## src/rtl/lane_ins_pkg.sv

```systemverilog
package lane_ins_pkg;

    localparam int LANE_W = 32;
    localparam int LANES  = 4;
    localparam int VEC_W  = LANE_W * LANES;
    localparam int IDX_W  = $clog2(LANES);
    localparam int CTRL_W = 2 * IDX_W + LANES;

    typedef logic [LANE_W-1:0] lane_t;
    typedef lane_t [LANES-1:0] vec_t;
    typedef logic [IDX_W-1:0]  idx_t;

    typedef enum logic {
        FORM_LEGACY = 1'b0,
        FORM_EXT    = 1'b1
    } enc_form_e;

    typedef struct packed {
        idx_t             src_lane;
        idx_t             dst_lane;
        logic [LANES-1:0] zmask;
    } ins_ctrl_t;

    // A memory operand is one word, so its lane select is forced to zero.
    function automatic ins_ctrl_t decode_ctrl(logic [CTRL_W-1:0] raw, logic from_mem);
        ins_ctrl_t c;
        c          = ins_ctrl_t'(raw);
        if (from_mem) c.src_lane = '0;
        return c;
    endfunction

endpackage

```

## src/rtl/lane_pick.sv

```systemverilog
module lane_pick
    import lane_ins_pkg::*;
(
    input  vec_t  src,
    input  idx_t  sel,
    output lane_t elem
);
    always_comb begin
        elem = '0;
        for (int i = 0; i < LANES; i++) begin
            if (sel == idx_t'(i)) elem = src[i];
        end
    end
endmodule

```

## src/rtl/lane_merge_zero.sv

```systemverilog
module lane_merge_zero
    import lane_ins_pkg::*;
(
    input  vec_t             base,
    input  lane_t            elem,
    input  idx_t             dst,
    input  logic [LANES-1:0] zmask,
    output vec_t             res
);
    for (genvar g = 0; g < LANES; g++) begin : g_lane
        lane_t merged;
        assign merged = (dst == idx_t'(g)) ? elem : base[g];
        assign res[g] = zmask[g] ? '0 : merged;
    end
endmodule

```

## src/rtl/upper_fill.sv

```systemverilog
module upper_fill
    import lane_ins_pkg::*;
#(
    parameter int HI_W = 384
) (
    input  enc_form_e       form,
    input  logic [HI_W-1:0] prev_hi,
    output logic [HI_W-1:0] hi
);
    assign hi = (form == FORM_EXT) ? '0 : prev_hi;
endmodule

```

## src/rtl/vec_lane_insert.sv

```systemverilog
module vec_lane_insert
    import lane_ins_pkg::*;
#(
    parameter int MAXVL = 512
) (
    input  logic                   clk,
    input  logic                   rst,
    input  logic                   in_valid_i,
    input  logic [VEC_W-1:0]       src1_i,
    input  logic [VEC_W-1:0]       src2_i,
    input  logic                   src2_is_mem_i,
    input  logic [CTRL_W-1:0]      ctrl_i,
    input  logic                   ext_form_i,
    input  logic                   len256_i,
    input  logic [MAXVL-VEC_W-1:0] prev_hi_i,
    output logic                   valid_o,
    output logic                   wen_o,
    output logic                   fault_o,
    output logic [MAXVL-1:0]       data_o
);
    localparam int HI_W = MAXVL - VEC_W;

    ins_ctrl_t        ctrl;
    enc_form_e        form;
    lane_t            elem;
    vec_t             low;
    logic [HI_W-1:0]  hi;
    logic             bad_len;

    assign ctrl    = decode_ctrl(ctrl_i, src2_is_mem_i);
    assign form    = enc_form_e'(ext_form_i);
    assign bad_len = (form == FORM_EXT) && len256_i;

    lane_pick u_pick (
        .src  (vec_t'(src2_i)),
        .sel  (ctrl.src_lane),
        .elem (elem)
    );

    lane_merge_zero u_merge (
        .base  (vec_t'(src1_i)),
        .elem  (elem),
        .dst   (ctrl.dst_lane),
        .zmask (ctrl.zmask),
        .res   (low)
    );

    upper_fill #(.HI_W(HI_W)) u_hi (
        .form    (form),
        .prev_hi (prev_hi_i),
        .hi      (hi)
    );

    always_ff @(posedge clk) begin
        if (rst) begin
            valid_o <= 1'b0;
            fault_o <= 1'b0;
        end else begin
            valid_o <= in_valid_i;
            fault_o <= in_valid_i && bad_len;
        end
    end

    always_ff @(posedge clk) begin
        if (in_valid_i && !bad_len) data_o <= {hi, low};
    end

    assign wen_o = valid_o && !fault_o;

    // ---------------- assertions ----------------
    p_latency_r8: assert property (@(posedge clk) disable iff (rst)
        in_valid_i |=> valid_o);
    p_no_stray_result_r8: assert property (@(posedge clk) disable iff (rst)
        !in_valid_i |=> !valid_o);
    p_fault_blocks_write_r7: assert property (@(posedge clk) disable iff (rst)
        fault_o |-> !wen_o);
    p_fault_cause_r7: assert property (@(posedge clk) disable iff (rst)
        in_valid_i && ext_form_i && len256_i |=> fault_o);
    p_legacy_no_fault_r7: assert property (@(posedge clk) disable iff (rst)
        in_valid_i && !ext_form_i |=> !fault_o);
    p_ext_upper_clear_r6: assert property (@(posedge clk) disable iff (rst)
        in_valid_i && ext_form_i |=> !wen_o || data_o[MAXVL-1:VEC_W] == '0);
    p_legacy_upper_keep_r5: assert property (@(posedge clk) disable iff (rst)
        in_valid_i && !ext_form_i |=> data_o[MAXVL-1:VEC_W] == $past(prev_hi_i));
    p_mem_word_r2: assert property (@(posedge clk) disable iff (rst)
        in_valid_i && !bad_len && src2_is_mem_i && !ctrl_i[ctrl_i[5:4]] |=>
        data_o[32*$past(ctrl_i[5:4]) +: 32] == $past(src2_i[31:0]));
    p_reg_lane_r1: assert property (@(posedge clk) disable iff (rst)
        in_valid_i && !bad_len && !src2_is_mem_i && !ctrl_i[ctrl_i[5:4]] |=>
        data_o[32*$past(ctrl_i[5:4]) +: 32] == $past(src2_i[32*ctrl_i[7:6] +: 32]));

    for (genvar g = 0; g < LANES; g++) begin : g_chk
        p_zero_lane_r4: assert property (@(posedge clk) disable iff (rst)
            in_valid_i && !bad_len && ctrl_i[g] |=> data_o[g*LANE_W +: LANE_W] == '0);
        p_keep_lane_r3: assert property (@(posedge clk) disable iff (rst)
            in_valid_i && !bad_len && !ctrl_i[g] && ctrl_i[5:4] != 2'(g) |=>
            data_o[g*LANE_W +: LANE_W] == $past(src1_i[g*LANE_W +: LANE_W]));
    end

endmodule

```

## config.mk

```make
export PLATFORM = sky130hd
export DESIGN_NAME = vec_lane_insert
export DESIGN_NICKNAME = d
export VERILOG_FILES = /design/src/rtl/lane_ins_pkg.sv /design/src/rtl/lane_pick.sv /design/src/rtl/lane_merge_zero.sv /design/src/rtl/upper_fill.sv /design/src/rtl/vec_lane_insert.sv
export SDC_FILE = /design/constraint.sdc
export NUM_CORES = 1
export LEC_CHECK = 0
export BUFFER_PORTS_ARGS = -buffer_cell sky130_fd_sc_hd__buf_2
export CORE_AREA = 5 5 454 456
export CTS_CLUSTER_SIZE = 10
export DETAILED_ROUTE_END_ITERATION = 7
export DIE_AREA = 0 0 459 461
export SLEW_MARGIN = 15
export SYNTH_ARGS = -nofsm -noshare
export SYNTH_HDL_FRONTEND = slang
export SYNTH_HIERARCHICAL = 1
export SYNTH_SLANG_ARGS = --single-unit
```

## constraint.sdc

```tcl
create_clock -name clk -period 27.8 [get_ports clk]
set_input_delay 2.78 -clock clk [delete_from_list [all_inputs] [get_ports clk]]
set_output_delay 2.78 -clock clk [all_outputs]
set_load 0.01 [all_outputs]
```

# --- Yosys cells after proc, flatten, opt, wreduce, memory -nomap -nowiden ---
# Index checks and enable logic that the tools add are counted.
word_totals:
  out_inout_bits: 515
  ff_bits: 514
  inputBits: 654
  word_cells: 30
classes:
  muxes: 9
  eq_ne: 6
  reduce_logical: 8
ops:
  columns: ["operator", "n"]
  rows:
  - ["two-way mux 32 bit", 8]
  - ["equality test 2 bit, second input constant", 4]
  - ["equality test 2 x 1 -> 1 bit, second input constant", 2]
  - ["logical AND 1 bit", 4]
  - ["zero test 2 bit", 2]
  - ["zero test 1 bit", 2]
  - ["two-way mux 2 bit", 1]

# --- Depth between registers and ports, before layout ---
depth:
  ltp_word: 7
  ltp_mapped: 6
  mapped_depth_nobuf: 4

# --- By module ---
# The synthesis kept the hierarchy.
modules_own_cells:
  columns: ["module", "seq_area_each_um2", "n_inst", "area_each_um2", "cells_each"]
  rows:
  - ["vec_lane_insert", 15414.8, 1, 15458.6, 520]
  - ["upper_fill", 0.0, 1, 3582.2, 427]
  - ["lane_merge_zero", 0.0, 1, 3030.4, 454]
  - ["lane_pick", 0.0, 1, 814.5, 39]

# --- Least setup slack after synthesis ---
# Ideal clock, no wire load.
synth_path:
  kind: "input-to-reg"
  startpoint: "input port in_valid_i"
  endpoint: "register data_o[0], enable pin"
  cell_stages: 1
  setup_ns: 1.529
  slack_ns: -0.379
  arrival_ns: 26.649
  required_ns: 26.271
  path_buffers: 0
  path_cell_list: "a21boi_1"
synth_via:
  elab_chain_cells: 1
synth_rtl:
  columns: ["element", "line", "text"]
  rows:
  - ["from (decl)", "vec_lane_insert.sv:8", "input logic in_valid_i,"]
  - ["logical AND 1 bit", "vec_lane_insert.sv:65", "if (in_valid_i && !bad_len) data_o <= {hi, low};"]
  - ["to (signal assigned)", "vec_lane_insert.sv:65", null]
  - ["to (decl)", "vec_lane_insert.sv:19", "output logic [MAXVL-1:0] data_o"]
# Every way passes these cells.
# A chain may end at the register's enable or synchronous reset.

# --- Final worst setup path ---
layout_path:
  startpoint: "input port ext_form_i"
  endpoint: "register data_o[72], enable pin"
layout_via:
  elab_chain_cells: 3
layout_rtl:
  columns: ["element", "line", "text"]
  rows:
  - ["from (decl)", "vec_lane_insert.sv:13", "input logic ext_form_i,"]
  - ["logical AND 1 bit", "vec_lane_insert.sv:32", "assign bad_len = (form == FORM_EXT) && len256_i;"]
  - ["zero test 1 bit", "vec_lane_insert.sv:65", null]
  - ["logical AND 1 bit", "vec_lane_insert.sv:65", null]
# Every way passes these cells.

==> metrics.md <==
| Metric | Value |
|---|---|
| WP data required | 28.08 ns |
| # port buffers | 1,168 |
| Initial drt markers | 1,350 |
| DR WL/cell | 31.10 um |
| Worst Hold Launch | in_valid_i |
| Worst rel slew slack | 26.09% |
| Post-CTS sizing | 0 |
| First-pass GRT wire length | 202,300 um |
| Synth warnings | 6 |
| Crit. End Element | flip-flop |
| Starting Density | 11.37% |
| Min Tclk post-route | 6.207 ns |
| Hold Vio Cnt, Final | 0 |
| Largest net degree at the start of global routing | 104 |
| Syn-to-layout area delta | 47.23% |
| Worst Hold Class | in2reg |
| Worst-margin pin slew | 1.109 ns |
| H-tree depth | 3 |
| Hold Worst Slack | 2.337 ns |
| TritonRoute pass-1 iters | 5 |
| CTS Hold Bufs | 0 |
| Share of layout cells above drive strength 1 | 61.71% |
| GRT Util Overall | 15.00% |
| Cell variety after synth | 25 |
| Most frequent cells in the layout | buf_2 (1,165), edfxtp_1 (512), nor2b_2 (275), nor2b_1 (110), o21ai_0 (85) |
| Syn_nets | 2,094 |
| Worst setup SP type | input pin |
| Hpwl dp | 146,000 um |
| Crit path buffers/inverters | 4 |
| Most common cell on crit path | buf_4 |
| DIE AREA | 211,600 um2 |
| Max-cap violations | 0 |
| CTS Buf Count | 71 |
| Via count | 18,347 |
| Avg Cell Area, Syn | 15.89 um2 |
| CTS tree | built |
| Fin nets | 3,236 |
| Remaining DRCs | 0 |
| Slew Limit Fails | 0 |
| Site Rows | 165 |
| Post-Syn Area | 22,890 um2 |
| RSZ-0062 raised after global routing | false |
| Hold Path End | valid_o$_SDFF_PP0_ |
| CP max stage cell | buf_4 |
| Post-synthesis sequential area ratio | 67.36% |
| Root Driver | clkbuf_16 |
| Number of antenna-violating nets in the routed design | 0 |
| Postcts setup bufs | 0 |
| Clock Tree Buf Depth | 3 |
| Vias in the first global route | 17,889 |
| Max VDD drop | 0.04514 mV |
| WS Path Type | in2reg |
| Synthesized flop and latch total | 514 |
| Leak pwr | 12.51 nW |
| Cell chain of the critical path | buf_8 > a21boi_4 > buf_4 > buf_4 > buf_4 |
| DR vias/cell | 3.429 |
| Initial antenna violation count | 240 |
| Delay-heaviest family, CP | buffers and inverters |
| Total Wirelength | 166,400 um |
| Most common cell after layout, fill and taps aside | buf_2 |
| Gr ovfl total | 0 |
| CTS Sinks | 514 |
| Die width | 459 um |
| CP arrival | 6.49 ns |
| Crit path max fanout | 74 |
| Max stage delay on crit path | 0.85 ns |
| IO Pins | 1,169 |
| Placeable Area | 201,300 um2 |
| Clk pin slew, worst setup/hold paths | 0.06 ns |
| Post-route setup TNS | 0 ns |
| Final setup violation count | 0 |
| Hold Path Cell Cnt | 2 |
| Pwr Density | 64.37 nW/um2 |
| F_max | 161.1 MHz |
| Status | completed |
| Cell count after synthesis | 1,440 |
| Final period util | 22.33% |
| Die Y | 461 um |
| RePlAce Congestion | 0.9523 |
synth_stat cells:
cell type | n | area [um2]
dfxtp_1 | 2 | 40.04
mux4_1 | 2 | 52.55
a21bo_1 | 5 | 50.05
buf_4 | 3 | 22.52
buf_8 | 3 | 45.04
buf_2 | 24 | 120.1
and2b_1 | 1 | 7.510
buf_12 | 4 | 80.08
a21bo_2 | 27 | 270.3
buf_1 | 1 | 3.750
edfxtp_1 | 512 | 15370
and4b_1 | 1 | 10.01
buf_6 | 44 | 495.5
nand4bb_1 | 64 | 720.7
o21ai_0 | 85 | 425.4
clkbuf_1 | 39 | 146.4
a21oi_1 | 64 | 320.3
o21ai_1 | 11 | 55.05
mux4_2 | 30 | 675.7
or3b_1 | 32 | 280.3
a21boi_1 | 1 | 7.510
nor2b_1 | 114 | 713.2
nor2b_2 | 275 | 2409
nand2b_1 | 64 | 400.4
nand3_1 | 32 | 160.2
layout make-up:
cell class                 instances  area [um2]
antenna                           54       135.1
sequential                       514       15410
tap                             2672        3343
timing repair buffer            1187        6011
clock inverter                    33       369.1
fill                           22353      167600
multi-input combinational        808        6599
clock buffer                      83        1822
worst max-delay path by stage:
stage                    start               endpoint  slack [ns]  cells past startpoint
finish              ext_form_i   data_o[72]$_DFFE_PP_       21.59                      5
global route        ext_form_i   data_o[72]$_DFFE_PP_       21.44                      5
CTS                 ext_form_i  data_o[104]$_DFFE_PP_       21.67                      5
detailed placement  ext_form_i   data_o[34]$_DFFE_PP_       20.93                      5
global placement    ext_form_i   data_o[34]$_DFFE_PP_       21.05                      5
floorplan             len256_i    data_o[0]$_DFFE_PP_        9.70                      1
stage by stage:
step	total power [mW]	area (um2)	setup WS, ns	util (%)	cells
after CTS	2.221	33560	21.67	16.67	5297
final	2.169	33690	21.59	16.74	5351
after global routing	2.260	33610	21.44	16.70	5319
after detailed placement	1.316	31370	20.93	15.58	5181
after floorplan	1.124	22890	9.704	-	1440
after global placement	1.313	31370	21.05	15.58	5181
power breakdown:
part / switching (mW) / leakage, nW / internal (mW)
clock network: 0.378 / 1.05 / 0.501
logic: 0.213 / 6.75 / 0.121
registers: 0.0235 / 4.71 / 0.933
total: 0.615 / 12.5 / 1.55
registers in the layout (all words and copies together) (netlist names):
signal   flops
data_o     512
fault_o      1
valid_o      1
cells by family after synthesis:
logic type | Yosys count | synth area share, %
simple gates | 583 | 20.54
buf+inv | 118 | 3.991
mux | 32 | 3.182
flops | 514 | 67.36
compound gates | 193 | 4.931
layer usage:
layer | up-vias | part of all wire (%) | global-route usage [%]
li1 | 7636 | - | -
met1 | 8713 | 30 | 13.86
met2 | 1426 | 52 | 27.98
met3 | 484 | 12 | 7.412
met4 | 88 | 4.7 | 6.079
met5 | - | 0.35 | 0
No activity file was read; power rests on OpenSTA's default activity.
